$ cat config.mk
export PLATFORM = sky130hd
export DESIGN_NAME = multi_xfer_seq
export DESIGN_NICKNAME = d
export VERILOG_FILES = /design/src/rtl/seq_pkg.sv /design/src/rtl/seq_order_pick.sv /design/src/rtl/seq_span_walk.sv /design/src/rtl/seq_sp_unit.sv /design/src/rtl/multi_xfer_seq.sv
export SDC_FILE = /design/constraint.sdc
export NUM_CORES = 1
export LEC_CHECK = 0
export BUFFER_PORTS_ARGS = -buffer_cell sky130_fd_sc_hd__buf_2
export CORE_AREA = 2 2 136 138
export CTS_CLUSTER_SIZE = 8
export DETAILED_ROUTE_END_ITERATION = 7
export DIE_AREA = 0 0 138 140
export GPL_TIMING_DRIVEN = 0
export PLACE_DENSITY = 0.77
export SETUP_SLACK_MARGIN = 0.2
export SLEW_MARGIN = 20
export SYNTH_ARGS = -nofsm -noshare
export SYNTH_HDL_FRONTEND = slang
export SYNTH_SLANG_ARGS = --single-unit
$ cat constraint.sdc
create_clock -name clk -period 4.4 [get_ports clk]
set_clock_uncertainty 0.1 [all_clocks]
set_input_delay 0.88 -clock clk [delete_from_list [all_inputs] [get_ports clk]]
set_output_delay 0.88 -clock clk [all_outputs]
set_load 0.02 [all_outputs]
$ cat src/rtl/seq_pkg.sv
package seq_pkg;

   typedef enum logic [1:0] {
      SLOT_GPR    = 2'd0,
      SLOT_LINK   = 2'd1,
      SLOT_GP     = 2'd2,
      SLOT_CANARY = 2'd3
   } slot_kind_t;

   localparam int WALK_LEN = 4;

   // Position in the walk -> slot kind; restore walks the save order backwards.
   function automatic slot_kind_t walk_slot(input logic ld, input logic [1:0] p);
      logic [1:0] q;
      q = ld ? (2'd3 - p) : p;
      case (q)
         2'd0:    walk_slot = SLOT_LINK;
         2'd1:    walk_slot = SLOT_GP;
         2'd2:    walk_slot = SLOT_GPR;
         default: walk_slot = SLOT_CANARY;
      endcase
   endfunction

   function automatic logic slot_on(input slot_kind_t k, input logic lnk,
                                    input logic gp, input logic grd, input logic span_ok);
      case (k)
         SLOT_LINK: slot_on = lnk;
         SLOT_GP:   slot_on = gp;
         SLOT_GPR:  slot_on = span_ok;
         default:   slot_on = grd;
      endcase
   endfunction

endpackage

$ cat src/rtl/seq_order_pick.sv
module seq_order_pick #(
   parameter int N = 4,
   localparam int PW = (N > 1) ? $clog2(N) : 1,
   localparam int FW = $clog2(N + 1)
) (
   input  logic [N-1:0]  en,
   input  logic [FW-1:0] from,
   output logic          found,
   output logic [PW-1:0] pos
);
   if (N < 2) begin : g_bad_n
      $error("seq_order_pick needs N >= 2");
   end

   always_comb begin
      found = 1'b0;
      pos   = '0;
      for (int i = N - 1; i >= 0; i--) begin
         if (en[i] && (FW'(i) >= from)) begin
            found = 1'b1;
            pos   = PW'(i);
         end
      end
   end
endmodule

$ cat src/rtl/seq_span_walk.sv
module seq_span_walk #(
   parameter int REG_W = 6
) (
   input  logic             clk,
   input  logic             rst_n,
   input  logic             init,
   input  logic             dir_in,
   input  logic [REG_W-1:0] lo_in,
   input  logic [REG_W-1:0] hi_in,
   input  logic             step,
   output logic [REG_W-1:0] idx,
   output logic             last
);
   logic [REG_W-1:0] lo_q, hi_q, idx_q;
   logic             dir_q;

   always_ff @(posedge clk) begin
      if (!rst_n) begin
         lo_q  <= '0;
         hi_q  <= '0;
         idx_q <= '0;
         dir_q <= 1'b0;
      end else if (init) begin
         lo_q  <= lo_in;
         hi_q  <= hi_in;
         dir_q <= dir_in;
         idx_q <= dir_in ? hi_in : lo_in;
      end else if (step) begin
         idx_q <= dir_q ? (idx_q - 1'b1) : (idx_q + 1'b1);
      end
   end

   assign idx  = idx_q;
   assign last = (idx_q == (dir_q ? lo_q : hi_q));

   assert_span_step_R3: assert property (@(posedge clk) disable iff (!rst_n)
      (step && !init && !last) |=> (dir_q ? (idx == $past(idx) - 1'b1) : (idx == $past(idx) + 1'b1)));
endmodule

$ cat src/rtl/seq_sp_unit.sv
module seq_sp_unit #(
   parameter int ADDR_W     = 64,
   parameter int WORD_BYTES = 8,
   parameter bit GROW_DOWN  = 1'b1
) (
   input  logic              clk,
   input  logic              rst_n,
   input  logic              load_en,
   input  logic [ADDR_W-1:0] sp_init,
   input  logic              step,
   input  logic              is_load,
   output logic [ADDR_W-1:0] addr,
   output logic [ADDR_W-1:0] sp
);
   localparam logic [ADDR_W-1:0] STEP = ADDR_W'(WORD_BYTES);

   logic [ADDR_W-1:0] sp_q, sp_nxt;

   if (GROW_DOWN) begin : g_down
      assign addr   = is_load ? sp_q : (sp_q - STEP);
      assign sp_nxt = is_load ? (sp_q + STEP) : (sp_q - STEP);
   end else begin : g_up
      assign addr   = is_load ? (sp_q - STEP) : sp_q;
      assign sp_nxt = is_load ? (sp_q - STEP) : (sp_q + STEP);
   end

   always_ff @(posedge clk) begin
      if (!rst_n)       sp_q <= '0;
      else if (load_en) sp_q <= sp_init;
      else if (step)    sp_q <= sp_nxt;
   end

   assign sp = sp_q;

   assert_sp_step_R4: assert property (@(posedge clk) disable iff (!rst_n)
      (step && !load_en) |=> ((sp - $past(sp) == STEP) || ($past(sp) - sp == STEP)));
endmodule

$ cat src/rtl/multi_xfer_seq.sv
module multi_xfer_seq
   import seq_pkg::*;
#(
   parameter int ADDR_W     = 64,
   parameter int DATA_W     = 64,
   parameter int REG_W      = 6,
   parameter int WORD_BYTES = 8,
   parameter bit GROW_DOWN  = 1'b1
) (
   input  logic              clk,
   input  logic              rst_n,
   input  logic              start_valid,
   output logic              start_ready,
   input  logic [REG_W-1:0]  span_hi,
   input  logic [REG_W-1:0]  span_lo,
   input  logic              with_link,
   input  logic              with_gp,
   input  logic              with_guard,
   input  logic              is_restore,
   input  logic [ADDR_W-1:0] sp_in,
   input  logic [DATA_W-1:0] canary_cfg,
   output logic              req_valid,
   input  logic              req_ready,
   output logic [ADDR_W-1:0] req_addr,
   output logic [1:0]        req_kind,
   output logic [REG_W-1:0]  req_reg,
   output logic              req_write,
   input  logic [DATA_W-1:0] mem_rdata,
   output logic              done,
   output logic [ADDR_W-1:0] sp_out,
   output logic              canary_fault
);
   localparam int PW = $clog2(WALK_LEN);
   localparam int FW = $clog2(WALK_LEN + 1);

   if (REG_W < 1 || REG_W > 8) begin : g_bad_reg
      $error("REG_W must be 1..8");
   end
   if (WORD_BYTES < 1 || (WORD_BYTES & (WORD_BYTES - 1)) != 0) begin : g_bad_word
      $error("WORD_BYTES must be a power of two");
   end
   if (ADDR_W < 8) begin : g_bad_addr
      $error("ADDR_W must be at least 8");
   end

   logic                busy_q, ld_q, done_q, fault_q;
   logic [WALK_LEN-1:0] en_q, en_start;
   logic [PW-1:0]       pos_q, pick0_pos, pick1_pos;
   logic                pick0_found, pick1_found;
   logic                accept, hs, span_last, span_more;
   logic [REG_W-1:0]    span_idx;
   logic [ADDR_W-1:0]   addr_w, sp_w;
   slot_kind_t          cur_kind;

   assign accept    = start_valid && !busy_q;
   assign hs        = busy_q && req_ready;
   assign cur_kind  = walk_slot(ld_q, pos_q);
   assign span_more = (cur_kind == SLOT_GPR) && !span_last;

   for (genvar p = 0; p < WALK_LEN; p++) begin : g_en
      assign en_start[p] = slot_on(walk_slot(is_restore, p[1:0]), with_link, with_gp,
                                   with_guard, span_hi >= span_lo);
   end

   seq_order_pick #(.N(WALK_LEN)) u_pick_first (
      .en(en_start), .from(FW'(0)), .found(pick0_found), .pos(pick0_pos));

   seq_order_pick #(.N(WALK_LEN)) u_pick_next (
      .en(en_q), .from(FW'(pos_q) + FW'(1)), .found(pick1_found), .pos(pick1_pos));

   seq_span_walk #(.REG_W(REG_W)) u_span (
      .clk(clk), .rst_n(rst_n), .init(accept), .dir_in(is_restore),
      .lo_in(span_lo), .hi_in(span_hi), .step(hs && cur_kind == SLOT_GPR),
      .idx(span_idx), .last(span_last));

   seq_sp_unit #(.ADDR_W(ADDR_W), .WORD_BYTES(WORD_BYTES), .GROW_DOWN(GROW_DOWN)) u_sp (
      .clk(clk), .rst_n(rst_n), .load_en(accept), .sp_init(sp_in),
      .step(hs), .is_load(ld_q), .addr(addr_w), .sp(sp_w));

   always_ff @(posedge clk) begin
      if (!rst_n) begin
         busy_q  <= 1'b0;
         ld_q    <= 1'b0;
         en_q    <= '0;
         pos_q   <= '0;
         done_q  <= 1'b0;
         fault_q <= 1'b0;
      end else begin
         done_q  <= 1'b0;
         fault_q <= 1'b0;
         if (accept) begin
            ld_q <= is_restore;
            en_q <= en_start;
            if (pick0_found) begin
               busy_q <= 1'b1;
               pos_q  <= pick0_pos;
            end else begin
               done_q <= 1'b1;
            end
         end else if (hs) begin
            if (ld_q && cur_kind == SLOT_CANARY && mem_rdata != canary_cfg)
               fault_q <= 1'b1;
            if (!span_more) begin
               if (pick1_found) begin
                  pos_q <= pick1_pos;
               end else begin
                  busy_q <= 1'b0;
                  done_q <= 1'b1;
               end
            end
         end
      end
   end

   assign start_ready  = !busy_q;
   assign req_valid    = busy_q;
   assign req_write    = !ld_q;
   assign req_kind     = cur_kind;
   assign req_reg      = (cur_kind == SLOT_GPR) ? span_idx : '0;
   assign req_addr     = addr_w;
   assign done         = done_q;
   assign sp_out       = sp_w;
   assign canary_fault = fault_q;

   assert_hold_stable_R7: assert property (@(posedge clk) disable iff (!rst_n)
      (req_valid && !req_ready) |=> (req_valid && $stable(req_addr) && $stable(req_kind)
                                     && $stable(req_reg) && $stable(req_write)));

   assert_busy_ignores_start_R1: assert property (@(posedge clk) disable iff (!rst_n)
      (req_valid && start_valid) |=> $stable(req_write));

   assert_fault_cause_R6: assert property (@(posedge clk) disable iff (!rst_n)
      canary_fault |-> $past(req_valid && req_ready && !req_write && req_kind == 2'd3));

   assert_empty_op_R8: assert property (@(posedge clk) disable iff (!rst_n)
      (start_valid && start_ready && !with_link && !with_gp && !with_guard && (span_hi < span_lo))
      |=> (done && !req_valid && sp_out == $past(sp_in)));

   assert_done_idle_R9: assert property (@(posedge clk) disable iff (!rst_n)
      done |-> (!req_valid && !$past(done)));

   assert_tag_reg_R10: assert property (@(posedge clk) disable iff (!rst_n)
      (req_valid && req_kind != 2'd0) |-> (req_reg == '0));
endmodule

Word level (Yosys, flattened, before mapping) --
Cells that the tools add are included.
Word-level totals: register bits after elaboration 92, bits in latches 0, RAM bits 0, ROM bits 0, output and inout bits 141, word-level logic and storage cells 132, memories kept 0
Cells by class: $add $sub $neg 6, multiply operators 0, divide/modulo/power cells 0, $lt $le $gt $ge 5, equal/unequal tests 24, shift operators 0, mux-type cells 56, bitwise gates (word level) 2, reduce and logical (&&, ||, !) cells 29
Operator list (count):
- 64-bit two-way mux | 4
- 64-bit by 4-bit adder with 64-bit output (second input constant) | 1
- 64-bit != test | 1
- 64-bit by 4-bit subtractor with 64-bit output (second input constant) | 1
- 2-bit two-way mux | 18
- 6-bit two-way mux | 6
- 2-bit one-hot mux with 3 select lines | 5
- 2-bit equality test (second input constant) | 10
- 2-bit zero test | 10
- 1-bit two-way mux | 19
- 2-bit by 1-bit equality test with 1-bit output (second input constant) | 9
- 1-bit one-hot mux with 3 select lines | 4
- 1-bit logical AND | 10
- 4-bit AND reduction | 2
- 6-bit by 1-bit adder with 6-bit output (second input constant) | 1
- 6-bit equality test | 1
- 1-bit by 3-bit >= comparator with 1-bit output (first input constant) | 2
- 2-bit by 3-bit >= comparator with 1-bit output (first input constant) | 2
- 6-bit >= comparator | 1
- 2-bit nonzero test | 3
- 6-bit by 1-bit subtractor with 6-bit output (second input constant) | 1
- 2-bit != test (second input constant) | 2
- 2-bit by 1-bit adder with 3-bit output (second input constant) | 1
- 1-bit zero test | 3
- other kinds (4) | 5

Logic depth before layout (Yosys ltp) --
Gate-level depths: netlist of run 1.
depth in word-level cells 11, gate-level depth with buffers 13, mapped depth without buffers 9

Hierarchy --
Synthesis of run 1 repeated with hierarchy kept, for this count alone.
Second synthesis, totals: cell total of the unflattened synthesis 1196, area, all modules 8953.6 um^2
By module, submodules not included:
- seq_sp_unit | instances 1, cells each 888, area an instance 6224.7 um^2, sequential area each 1281.2 um^2
- multi_xfer_seq | instances 1, cells each 168, area an instance 1416.4 um^2, sequential area each 200.2 um^2
- seq_span_walk | instances 1, cells each 118, area an instance 1177.4 um^2, sequential area each 380.4 um^2
- seq_order_pick | instances 2, cells each 11, area an instance 67.6 um^2, sequential area each 0.0 um^2

Worst setup path before layout of run 1 --
OpenSTA, ideal clock, no wires.
path type flip-flop to output port, from register u_sp.sp_q[10], in the netlist u_sp.sp[10], to output port req_addr[48], data arrival time 2.589 ns, setup slack 0.831 ns, cell stages (with the launch flop) 9, buffers on the path 3, path through dfxtp_1 buf_2 or4_4 nor4_4 buf_4 nand4_1 buf_2 nor4_1 xor2_1
On the way: longest elaborated chain between the ends 2
Ends and longest elaborated chain:
- start, declared | RTL line seq_sp_unit.sv:17 | logic [ADDR_W-1:0] sp_q, sp_nxt;
- start signal, assigned | RTL line seq_sp_unit.sv:29 | else if (load_en) sp_q <= sp_init;
- start signal, assigned | RTL line seq_sp_unit.sv:30 | else if (step) sp_q <= sp_nxt;
- 64-bit by 4-bit subtractor with 64-bit output | RTL line seq_sp_unit.sv:20 | assign addr = is_load ? sp_q : (sp_q - STEP);
- 64-bit two-way mux | RTL line seq_sp_unit.sv:20
- end, declared | RTL line multi_xfer_seq.sv:24 | output logic [ADDR_W-1:0] req_addr,
Every way passes these cells.

Worst setup path in the final report of run 1 --
from register u_sp.sp_q[30], in the netlist u_sp.sp[30], to output port req_addr[61]
The elaborated chain is that of the path after synthesis.

==> implementation parameters, run 1 <==
Parameter                              Value

Outcome
  Status    completed

Floorplanning
  Die Area    just under 20,000 µm²
  Initial Utilization    around 46%
  Std cell rows    49
  # IOs    approximately 350
  Chip Width    138 µm
  Placeable core region    17,800 µm²
  Y dimension of the die    approximately 140 µm

Synthesis
  Number of flops mapped to enable cells by yosys    0
  Synth Cell Area    just over 8000 µm²
  YS warnings    0
  Mapped Avg Cell Area    7.27 µm²
  Primary flip-flop cell chosen by synthesis mapping    sky130_fd_sc_hd__dfxtp_1
  Sequential fraction of the synthesis area    roughly 22%
  Number of synthesized register bits    91
  Share of synthesized flip-flops with an asynchronous set or reset    0%
  Library cells used by synthesis    67
  Post-Synthesis Net Count    1,350
  Mapped Cells    1,121

Routing
  Count of antenna-violating nets left after detailed routing    0
  DR WL/cell    21.5 µm
  Count of unresolved DRC violations after routing    0
  Post-Route WL    roughly 37,000 µm
  Iteration count of the initial detailed-routing pass    6
  DRT iter0 DRCs    1,275
  Number of vias per cell    5.99
  Via count of the routed design    10,300

Global route
  Wire length of the first global-routing pass    approximately 55,000 µm
  Initial antenna violation count    0
  Aggregate global routing overflow    0
  Largest net degree at the start of global routing    16
  Vias in the first global route    between 9,000 and 10,000
  Global routing usage summed across all routing layers    a little over a third

Pwr
  IR Drop Worst-Case VDD    0.000195 V
  Leak    4.69 nW
  Power density relative to cell area    300 nW/µm²

Worst setup path
  Flop2flop setup slack    780 ps
  Sort of element at the start of the critical path    flip-flop
  WP buf/inv    2
  Critical path peak fanout    8
  Crit path depth    7
  Nature of the critical path endpoint    output port
  Largest stage delay on the critical path    between 500 and 600 ps
  Required time of the critical path    roughly 3400 ps
  Slowest CP cell    sky130_fd_sc_hd__or4_4
  Worst r2r src    u_sp.sp[18]$_SDFFE_PN0P_
  WP data arrival    roughly 3200 ps
  Dominant delay contributor by cell family on the critical path    simple AND/OR/NAND/NOR gates
  Chain of cells forming the critical path    clkbuf_1 -> or4_4 -> nor4_4 -> nand4_4 -> nor4_1 -> xnor2_1 -> buf_2
  Reg2Reg Capture Point    u_sp.sp[59]$_SDFFE_PN0P_
  Category of the critical setup timing path    flip-flop to output port
  Reg2Reg Depth    8

Timing
  Number of hold violations in the final report    0
  Fin crit share    a little over nine tenths
  Normalized max-slew margin    18.2%
  Least-Margin Pin Slew    1220 ps
  Count of final setup violators    0
  Highest attainable clock frequency    0.242 GHz
  Setup repair after global routing missed its margin    no
  Shortest period the worst path allows    4130 ps
  Worst Slack Setup Final    272 ps
  Final number of max-transition violations    0

Worst hold path
  Hold path cells    2
  Worst hold path class    flip-flop to flip-flop
  Start point of the worst hold path    en_q[1]$_SDFFE_PN0P_
  Worst hold path endpoint    en_q[1]$_SDFFE_PN0P_

CTS
  TritonCTS clock tree    built
  TritonCTS Sinks    91
  Max Root-Sink Buffers    2
  Depth of the CTS H-tree    3
  Hold_buf cts    0
  Clock root buffer    sky130_fd_sc_hd__clkbuf_16
  Clock transition at the register clock pins on the worst setup and hold paths after CTS    70 ps
  Later-pin clock latency in the skew report    360 ps
  CTS Buf Count    9

Placement
  Placed cell count    1,700
  HPWL after detailed placement    28,500 µm
  Final estimated routing congestion in global placement    0.998
  Count of port buffers added during placement    350
  Place WS    -344 ps
  Placed cell areas    10,200 µm²

Cells and area
  Layout cell share with drive strength beyond 1    approximately 28%
  Antenna diodes    0
  Post-synthesis to final-layout area growth    30.1%
  Cell area after layout    approximately 11,000 µm²
  Post-route insts no fill    1,717
  Final core occ    59.6%
  Count of fill cells added during filler insertion    1,716
  Final net count    1,712

Run
  Count of maximum capacitance violations    0
-- power by group --
part | switching, mW | internal [mW] | total, mW | leakage [nW]
Clock | 0.375 | 0.532 | 0.907 | 0.166
Sequential | 0.0853 | 0.896 | 0.982 | 0.752
Combinational | 0.843 | 0.448 | 1.29 | 3.77
Total | 1.30 | 1.88 | 3.18 | 4.69
-- worst register-to-register path: stages (launching register included) --
cell and delay [ps]:
sky130_fd_sc_hd__dfxtp_1 350, sky130_fd_sc_hd__clkbuf_1 350, sky130_fd_sc_hd__and4_1 300, sky130_fd_sc_hd__nand4_1 330
sky130_fd_sc_hd__nor4_1 970, sky130_fd_sc_hd__nand4_1 330, sky130_fd_sc_hd__o31a_1 360, sky130_fd_sc_hd__or3_1 300
sky130_fd_sc_hd__a31oi_1 160
-- worst max path at each step --
stage | start | end | slack (ps)
floorplan | u_sp.sp[10]$_SDFFE_PN0P_ | req_addr[48] | 830
global placement | u_span.dir_q$_SDFFE_PN0P_ | req_reg[2] | -330
detailed placement | u_span.dir_q$_SDFFE_PN0P_ | req_reg[1] | -340
CTS | u_sp.sp[5]$_SDFFE_PN0P_ | req_addr[16] | 220
global route | u_sp.sp[11]$_SDFFE_PN0P_ | req_addr[60] | 200
finish | u_sp.sp[30]$_SDFFE_PN0P_ | req_addr[61] | 270
-- cells by family after synthesis --
| family | count (synthesis) | synth area share, % |
|---|---|---|
| AO/OA/AOI/OAI | 245 | 18.7 |
| AND/OR/NAND/NOR | 459 | 30.2 |
| adder cells (fa/ha/maj) | 17 | 2.70 |
| flip-flops | 91 | 22.4 |
| XOR/XNOR | 166 | 17.8 |
| buffers and inverters | 128 | 6.34 |
| multiplexers | 15 | 1.86 |
-- through the flow --
stage               hold WS [ps]  TNS [ps]  power [mW]
floorplan                    327         0        1.75
global placement             341     -2410        2.23
CTS                          353         0        3.14
detailed placement           344     -2750        2.24
finish                       354         0        3.18
global route                 368         0        3.31
-- per-layer routing --
metal | global-route usage, % | vias to the layer above | wire length [µm]
li1 | - | 4756 | -
met1 | 49.1 | 4693 | 14700
met2 | 56.1 | 716 | 15800
met3 | 9.78 | 118 | 4870
met4 | 13.9 | 0 | 1510
met5 | 0 | - | 0
-- Yosys cell counts (all sizes together) (9+ instances only) --
| master | count | share of area [%] |
|---|---|---|
| xor2 | 108 | 12 |
| nand2 | 104 | 4.8 |
| dfxtp | 91 | 22 |
| clkbuf | 77 | 3.5 |
| nor2 | 76 | 3.5 |
| a21oi | 72 | 4.5 |
| o21ai | 65 | 4.0 |
| xnor2 | 58 | 6.2 |
| nor3 | 48 | 3.1 |
| nand3 | 46 | 2.8 |
| nor4 | 46 | 4.2 |
| inv | 33 | 1.5 |
| nand4 | 29 | 2.4 |
| or3 | 23 | 1.8 |
| a211oi | 22 | 2.0 |
| and3 | 18 | 1.4 |
| buf | 18 | 1.3 |
| a31oi | 17 | 1.3 |
| ha | 16 | 2.5 |
| or4 | 16 | 1.6 |
| and2 | 14 | 1.1 |
| mux2i | 14 | 1.7 |
| o211ai | 11 | 1.0 |
| or2 | 11 | 0.84 |
| and4 | 9 | 0.97 |
-- state kept, by name, indices dropped and copies added (netlist names) --
signal / flops
en_q: 3
canary_fault: 1
pos_q: 2
done: 1
u_sp.sp: 64
u_span.idx: 6
u_span.hi_q: 6
req_valid: 1
u_span.lo_q: 6
u_span.dir_q: 1
-- final cells by class --
type	instances	area [µm²]	area share [%]
inverter	33	124	1.17
timing repair buffer	351	1760	16.6
multi-input combinational	902	5870	55.4
tap	229	287	2.70
clock buffer	11	253	2.38
sequential	91	1820	17.2
buffer	95	408	3.85
clock inverter	5	82.6	0.779
-- what timing repair did --
item,CTS,global route
endpoints found under the setup margin,30,24
hold endpoints to repair,0,0
gates resized for setup,7,13
pin swaps,0,1
buffers inserted,0,1
gates cloned,0,0
-- cell usage in the layout (no fill, tap or decap), types with 17 or more instances in the layout --
| cell | netlist | layout |
|---|---|---|
| sky130_fd_sc_hd__nor2_1 | 76 | 76 |
| sky130_fd_sc_hd__clkbuf_1 | 77 | 75 |
| sky130_fd_sc_hd__nand4_1 | 28 | 28 |
| sky130_fd_sc_hd__nand2_1 | 104 | 104 |
| sky130_fd_sc_hd__dfxtp_1 | 91 | 91 |
| sky130_fd_sc_hd__xor2_1 | 108 | 108 |
| sky130_fd_sc_hd__a211oi_1 | 22 | 22 |
| sky130_fd_sc_hd__a31oi_1 | 17 | 17 |
| sky130_fd_sc_hd__a21oi_1 | 70 | 70 |
| sky130_fd_sc_hd__inv_1 | 31 | 31 |
| sky130_fd_sc_hd__buf_2 | 5 | 355 |
| sky130_fd_sc_hd__xnor2_1 | 58 | 58 |
| sky130_fd_sc_hd__or3_1 | 22 | 22 |
| sky130_fd_sc_hd__o21ai_0 | 65 | 65 |
| sky130_fd_sc_hd__nor3_1 | 46 | 44 |
| sky130_fd_sc_hd__nor4_1 | 40 | 35 |
| sky130_fd_sc_hd__and3_1 | 18 | 18 |
| sky130_fd_sc_hd__nand3_1 | 46 | 46 |
No activity file was read; power rests on OpenSTA's default activity.
==> run 2: changes to the inputs <==
CORE_AREA = 2 2 139 141   (was 2 2 136 138)
DIE_AREA = 0 0 141 143   (was 0 0 138 140)
PLACE_DENSITY = 0.75   (was 0.77)
clock period = 4.75 ns   (was 4.4 ns; I/O delays follow)
==> implementation parameters, run 2 (synthesis gave the netlist of run 1 again) <==
Parameter                              Value

Routing
  DR WL/cell    21.5 µm
  Post-Route WL    37,000 µm
  Count of antenna-violating nets left after detailed routing    0
  DRT iter0 DRCs    1,253
  Iteration count of the initial detailed-routing pass    8
  Via count of the routed design    10,300
  Number of vias per cell    5.98
  Count of unresolved DRC violations after routing    0

Cells and area
  Post-route insts no fill    around 1,700
  Leading cell types in the layout, fill and taps excluded    357 x sky130_fd_sc_hd__buf_2, 108 x sky130_fd_sc_hd__xor2_1, 104 x sky130_fd_sc_hd__nand2_1, 91 x sky130_fd_sc_hd__dfxtp_1
  Most common cell after layout, fill and taps aside    sky130_fd_sc_hd__buf_2
  Final net count    1,711
  Post-synthesis to final-layout area growth    29.2%
  Flip-flop count of the largest register after layout    64
  Layout cell share with drive strength beyond 1    27.9%

Placement
  Final estimated routing congestion in global placement    1.03
  Count of port buffers added during placement    350
  Placed cell count    1,705
  HPWL after detailed placement    28,900 µm

Worst hold path
  Worst hold path class    flip-flop to flip-flop

Timing
  Final number of max-transition violations    0
  Setup repair after global routing missed its margin    no
  Number of hold violations in the final report    0
  Highest attainable clock frequency    0.229 GHz
  Count of final setup violators    0
  Shortest period the worst path allows    roughly 4400 ps
  Least-Margin Pin Slew    933 ps
  Fin crit share    91.9%
  Hold slack    352 ps
  Normalized max-slew margin    between 30% and 40%

CTS
  Later-pin clock latency in the skew report    370 ps
  TritonCTS Sinks    91
  Max Root-Sink Buffers    2
  Clock transition at the register clock pins on the worst setup and hold paths after CTS    70 ps
  TritonCTS clock tree    built
  Clock root buffer    sky130_fd_sc_hd__clkbuf_16
  Depth of the CTS H-tree    3
  CTS Buf Count    9

Global route
  Largest net degree at the start of global routing    16
  Aggregate global routing overflow    0
  Wire length of the first global-routing pass    about 54,000 µm
  Initial antenna violation count    0
  Vias in the first global route    9,488
  Global routing usage summed across all routing layers    35.3%

Worst setup path
  Critical path peak fanout    10
  WP data arrival    3320 ps
  Sort of element at the start of the critical path    flip-flop
  Nature of the critical path endpoint    output port
  Required time of the critical path    3700 ps
  Category of the critical setup timing path    flip-flop to output port

Pwr
  Net switching component of the power    1.21 mW
  Power density relative to cell area    274 nW/µm²
  Internal portion of total power    1.68 mW
  IR Drop Worst-Case VDD    0.000193 V
  Switching part of the total power    41.8%
  Sequential group share of total power    31.4%
  Pwr Total    2.89 mW
  Part of the power in combinational logic    41.1%
  Proportion of power drawn by the clock network    27.5%
  Leak    4.66 nW

Floorplanning
  Initial Utilization    43.9%
  Die Area    roughly 20,000 µm²
  Placeable core region    18,600 µm²
  # IOs    353
  Std cell rows    50
  Chip Width    141 µm
  Y dimension of the die    143 µm

Run
  Count of maximum capacitance violations    0

Outcome
  Status    completed
[run 2: changes by cell type in the layout (fill, tap and decap cells not counted), sizes merged]
cell	delta
bufinv	-1
clkbuf	-1
clkinvlp	+1
diode	+1
[run 2: critical path, cell delays in order (launching register included)]
cell	delay (ps)
sky130_fd_sc_hd__dfxtp_1	520
sky130_fd_sc_hd__clkbuf_4	360
sky130_fd_sc_hd__clkbuf_2	380
sky130_fd_sc_hd__buf_2	320
sky130_fd_sc_hd__buf_2	320
sky130_fd_sc_hd__xor2_1	250
sky130_fd_sc_hd__ha_1	400
sky130_fd_sc_hd__and2_1	210
sky130_fd_sc_hd__buf_2	170
[run 2: final cells by class]
cell class / instances / area [µm²]
fillers: 1837 / 8050
clock buffers: 11 / 253
plain buffers: 95 / 400
clock inverters: 5 / 60.1
repair buffers: 350 / 1750
inverters: 33 / 124
well taps: 234 / 293
multi-input cells: 902 / 5820
flip-flops and latches: 91 / 1820
diodes: 1 / 2.50
[run 2: power groups by stage]
stage,clock network [mW],registers (mW),logic (mW)
after global routing,0.821,0.915,1.26
after CTS,0.797,0.904,1.16
after detailed placement,0,0.921,1.16
after global placement,0,0.919,1.15
after floorplan,0,0.964,0.658
final,0.796,0.907,1.19
[run 2: routing by layer]
| metal | routed length, µm | GRT usage (%) | vias up |
|---|---|---|---|
| met5 | 0 | 0 | - |
| met4 | 1540 | 13.9 | 0 |
| met3 | 4380 | 8.48 | 113 |
| met2 | 16100 | 54.9 | 694 |
| met1 | 15000 | 47.4 | 4746 |
| li1 | - | - | 4748 |
[run 2: worst paths after layout]
kind,start,cells past startpoint,end,slack [ps]
worst min-delay path,en_q[1]$_SDFFE_PN0P_,2,en_q[1]$_SDFFE_PN0P_,350
worst max-delay path,u_span.dir_q$_SDFFE_PN0P_,8,req_reg[5],380
worst min register to register,en_q[1]$_SDFFE_PN0P_,2,en_q[1]$_SDFFE_PN0P_,350
worst max register to register,u_span.dir_q$_SDFFE_PN0P_,11,pos_q[1]$_SDFFE_PN0P_,1030
[run 2: stage by stage]
stage                     TNS, ps  worst slack [ps]  area [µm²]  util, %
after floorplan                 0              1110        8150        -
after global placement          0              13.6       10200     54.9
after detailed placement     -633              -120       10200     54.9
after CTS                       0               358       10500     56.6
after global routing            0               247       10500     56.6
final                           0               384       10500     56.7
[run 2: timing repair]
action	in CTS	in global routing
hold buffers	0	0
gates resized for setup	4	3
pin swaps	0	0
setup buffers	0	0
setup endpoints to repair	12	5
==> run 3: changes to the inputs <==
BUFFER_PORTS_ARGS = not set   (was -buffer_cell sky130_fd_sc_hd__buf_2)
CORE_AREA = 2 2 137 139   (was 2 2 139 141)
CTS_BUF_LIST = sky130_fd_sc_hd__clkbuf_2 sky130_fd_sc_hd__clkbuf_4 sky130_fd_sc_hd__clkbuf_8   (was not set)
DIE_AREA = 0 0 139 141   (was 0 0 141 143)
DONT_BUFFER_PORTS = 1   (was not set)
PLACE_DENSITY = not set   (was 0.75)
==> implementation parameters, run 3 (synthesis gave the netlist of run 1 again) <==
Parameter                              Value

Worst setup path
  Chain of cells forming the critical path    clkbuf_1 -> or4_1 -> nor4_2 -> nand2_1 -> or3_1 -> xnor2_1
  WP buf/inv    1
  Sort of element at the start of the critical path    flip-flop
  WP data arrival    3360 ps
  Category of the critical setup timing path    flip-flop to output port
  Critical path peak fanout    10
  Nature of the critical path endpoint    output port
  Dominant delay contributor by cell family on the critical path    simple AND/OR/NAND/NOR gates
  Slowest CP cell    sky130_fd_sc_hd__or4_1
  Flop2flop setup slack    890 ps
  Required time of the critical path    3700 ps
  Largest stage delay on the critical path    560 ps

Floorplanning
  Y dimension of the die    141 µm
  Placeable core region    18,300 µm²
  Initial Utilization    44.6%
  # IOs    353
  Std cell rows    50
  Die Area    about 20,000 µm²
  Chip Width    ~140 µm

Cells and area
  Layout cell share with drive strength beyond 1    between 6 and 7%
  Flip-flop count of the largest register after layout    64
  Final net count    1,363
  Most common cell after layout, fill and taps aside    sky130_fd_sc_hd__xor2_1
  Post-route insts no fill    1,374
  Post-synthesis to final-layout area growth    6.66%
  Final core occ    between 40 and 50%
  Leading cell types in the layout, fill and taps excluded    107 x sky130_fd_sc_hd__xor2_1, 104 x sky130_fd_sc_hd__nand2_1, 91 x sky130_fd_sc_hd__dfxtp_1, 76 x sky130_fd_sc_hd__nor2_1, 75 x sky130_fd_sc_hd__clkbuf_1
  Cell area after layout    8690 µm²

Pwr
  Proportion of power drawn by the clock network    23.2%
  Switching part of the total power    roughly 46%
  Leak    3.11 nW
  Net switching component of the power    1.13 mW
  Part of the power in combinational logic    between 30 and 40%
  Pwr Total    2.45 mW
  Sequential group share of total power    40.2%
  IR Drop Worst-Case VDD    roughly 0.00014 V
  Power density relative to cell area    between 200 and 300 nW/µm²
  Internal portion of total power    about 1.3 mW

Routing
  Count of unresolved DRC violations after routing    0
  Via count of the routed design    8,913
  DRT iter0 DRCs    835
  DR WL/cell    26.5 µm
  Number of vias per cell    ~6.5
  Post-Route WL    36,400 µm
  Count of antenna-violating nets left after detailed routing    0
  Iteration count of the initial detailed-routing pass    5

Global route
  Initial antenna violation count    0
  Largest net degree at the start of global routing    18
  Wire length of the first global-routing pass    52,900 µm
  Vias in the first global route    8,460
  Global routing usage summed across all routing layers    35.6%
  Aggregate global routing overflow    0

CTS
  CTS Buf Count    9
  Clock root buffer    sky130_fd_sc_hd__clkbuf_8
  Clock transition at the register clock pins on the worst setup and hold paths after CTS    110 ps
  Depth of the CTS H-tree    3
  Max Root-Sink Buffers    2
  Later-pin clock latency in the skew report    420 ps
  TritonCTS Sinks    a little over 90
  Hold_buf cts    0
  TritonCTS clock tree    built

Placement
  Placed cell areas    8440 µm²
  Count of port buffers added during placement    0
  Final estimated routing congestion in global placement    roughly 1
  HPWL after detailed placement    28,400 µm
  Place WS    -154 ps
  Placed cell count    around 1,400

Run
  Count of maximum capacitance violations    0

Timing
  Count of final setup violators    0
  Hold slack    between 300 and 400 ps
  Fin crit share    92.8%
  Final number of max-transition violations    0
  Normalized max-slew margin    21.3%
  Least-Margin Pin Slew    roughly 1200 ps
  Setup repair after global routing missed its margin    no
  Final total negative setup slack    0 ps
  Shortest period the worst path allows    between 4000 and 5000 ps
  Worst Slack Setup Final    341 ps
  Highest attainable clock frequency    roughly 0.23 GHz
  Number of hold violations in the final report    0

Worst hold path
  Worst hold path class    flip-flop to flip-flop

Outcome
  Status    completed
## run 3: tightest hold or removal path, delay by kind of cell (launching register included)
kind	cells	cell delay [ps]
AO/OA/AOI/OAI	1	50
flip-flops	1	330
AND/OR/NAND/NOR	1	50
## run 3: per-layer routing
metal / global-route usage [%] / wire, µm / up-vias
met5: 0 / 0 / -
met4: 16.0 / 1510 / 0
met3: 8.02 / 3470 / 92
met2: 59.7 / 17100 / 512
met1: 43.7 / 14300 / 4256
li1: - / - / 4053
## run 3: worst paths after layout
kind | start | to | cells past startpoint
max | u_sp.sp[5]$_SDFFE_PN0P_ | req_addr[16] | 6
max reg2reg | u_span.dir_q$_SDFFE_PN0P_ | u_sp.sp[34]$_SDFFE_PN0P_ | 9
min reg2reg | en_q[1]$_SDFFE_PN0P_ | en_q[1]$_SDFFE_PN0P_ | 2
min | en_q[1]$_SDFFE_PN0P_ | en_q[1]$_SDFFE_PN0P_ | 2
## run 3: layout make-up
class                      instances  area (µm²)
timing repair buffer               2        15.0
clock inverter                     6        52.6
clock buffer                      10         138
buffer                            95         400
tap                              234         293
multi-input combinational        902        5850
inverter                          33         124
sequential                        91        1820
antenna                            1        2.50
fill                            1975        9570
## run 3: power groups by stage
stage                     clock network [mW]  registers (mW)  logic (mW)
after detailed placement                   0           0.999       0.874
after floorplan                            0           0.964       0.658
after global placement                     0           0.999       0.867
after global routing                   0.595           0.992       0.958
after CTS                              0.572           0.982       0.880
final                                  0.566           0.983       0.896
## run 3: repair_timing
action                     in CTS  in global routing
pin swaps                       0                  1
setup endpoints to repair      22                 12
resized for setup               6                  6
setup buffers                   0                  2
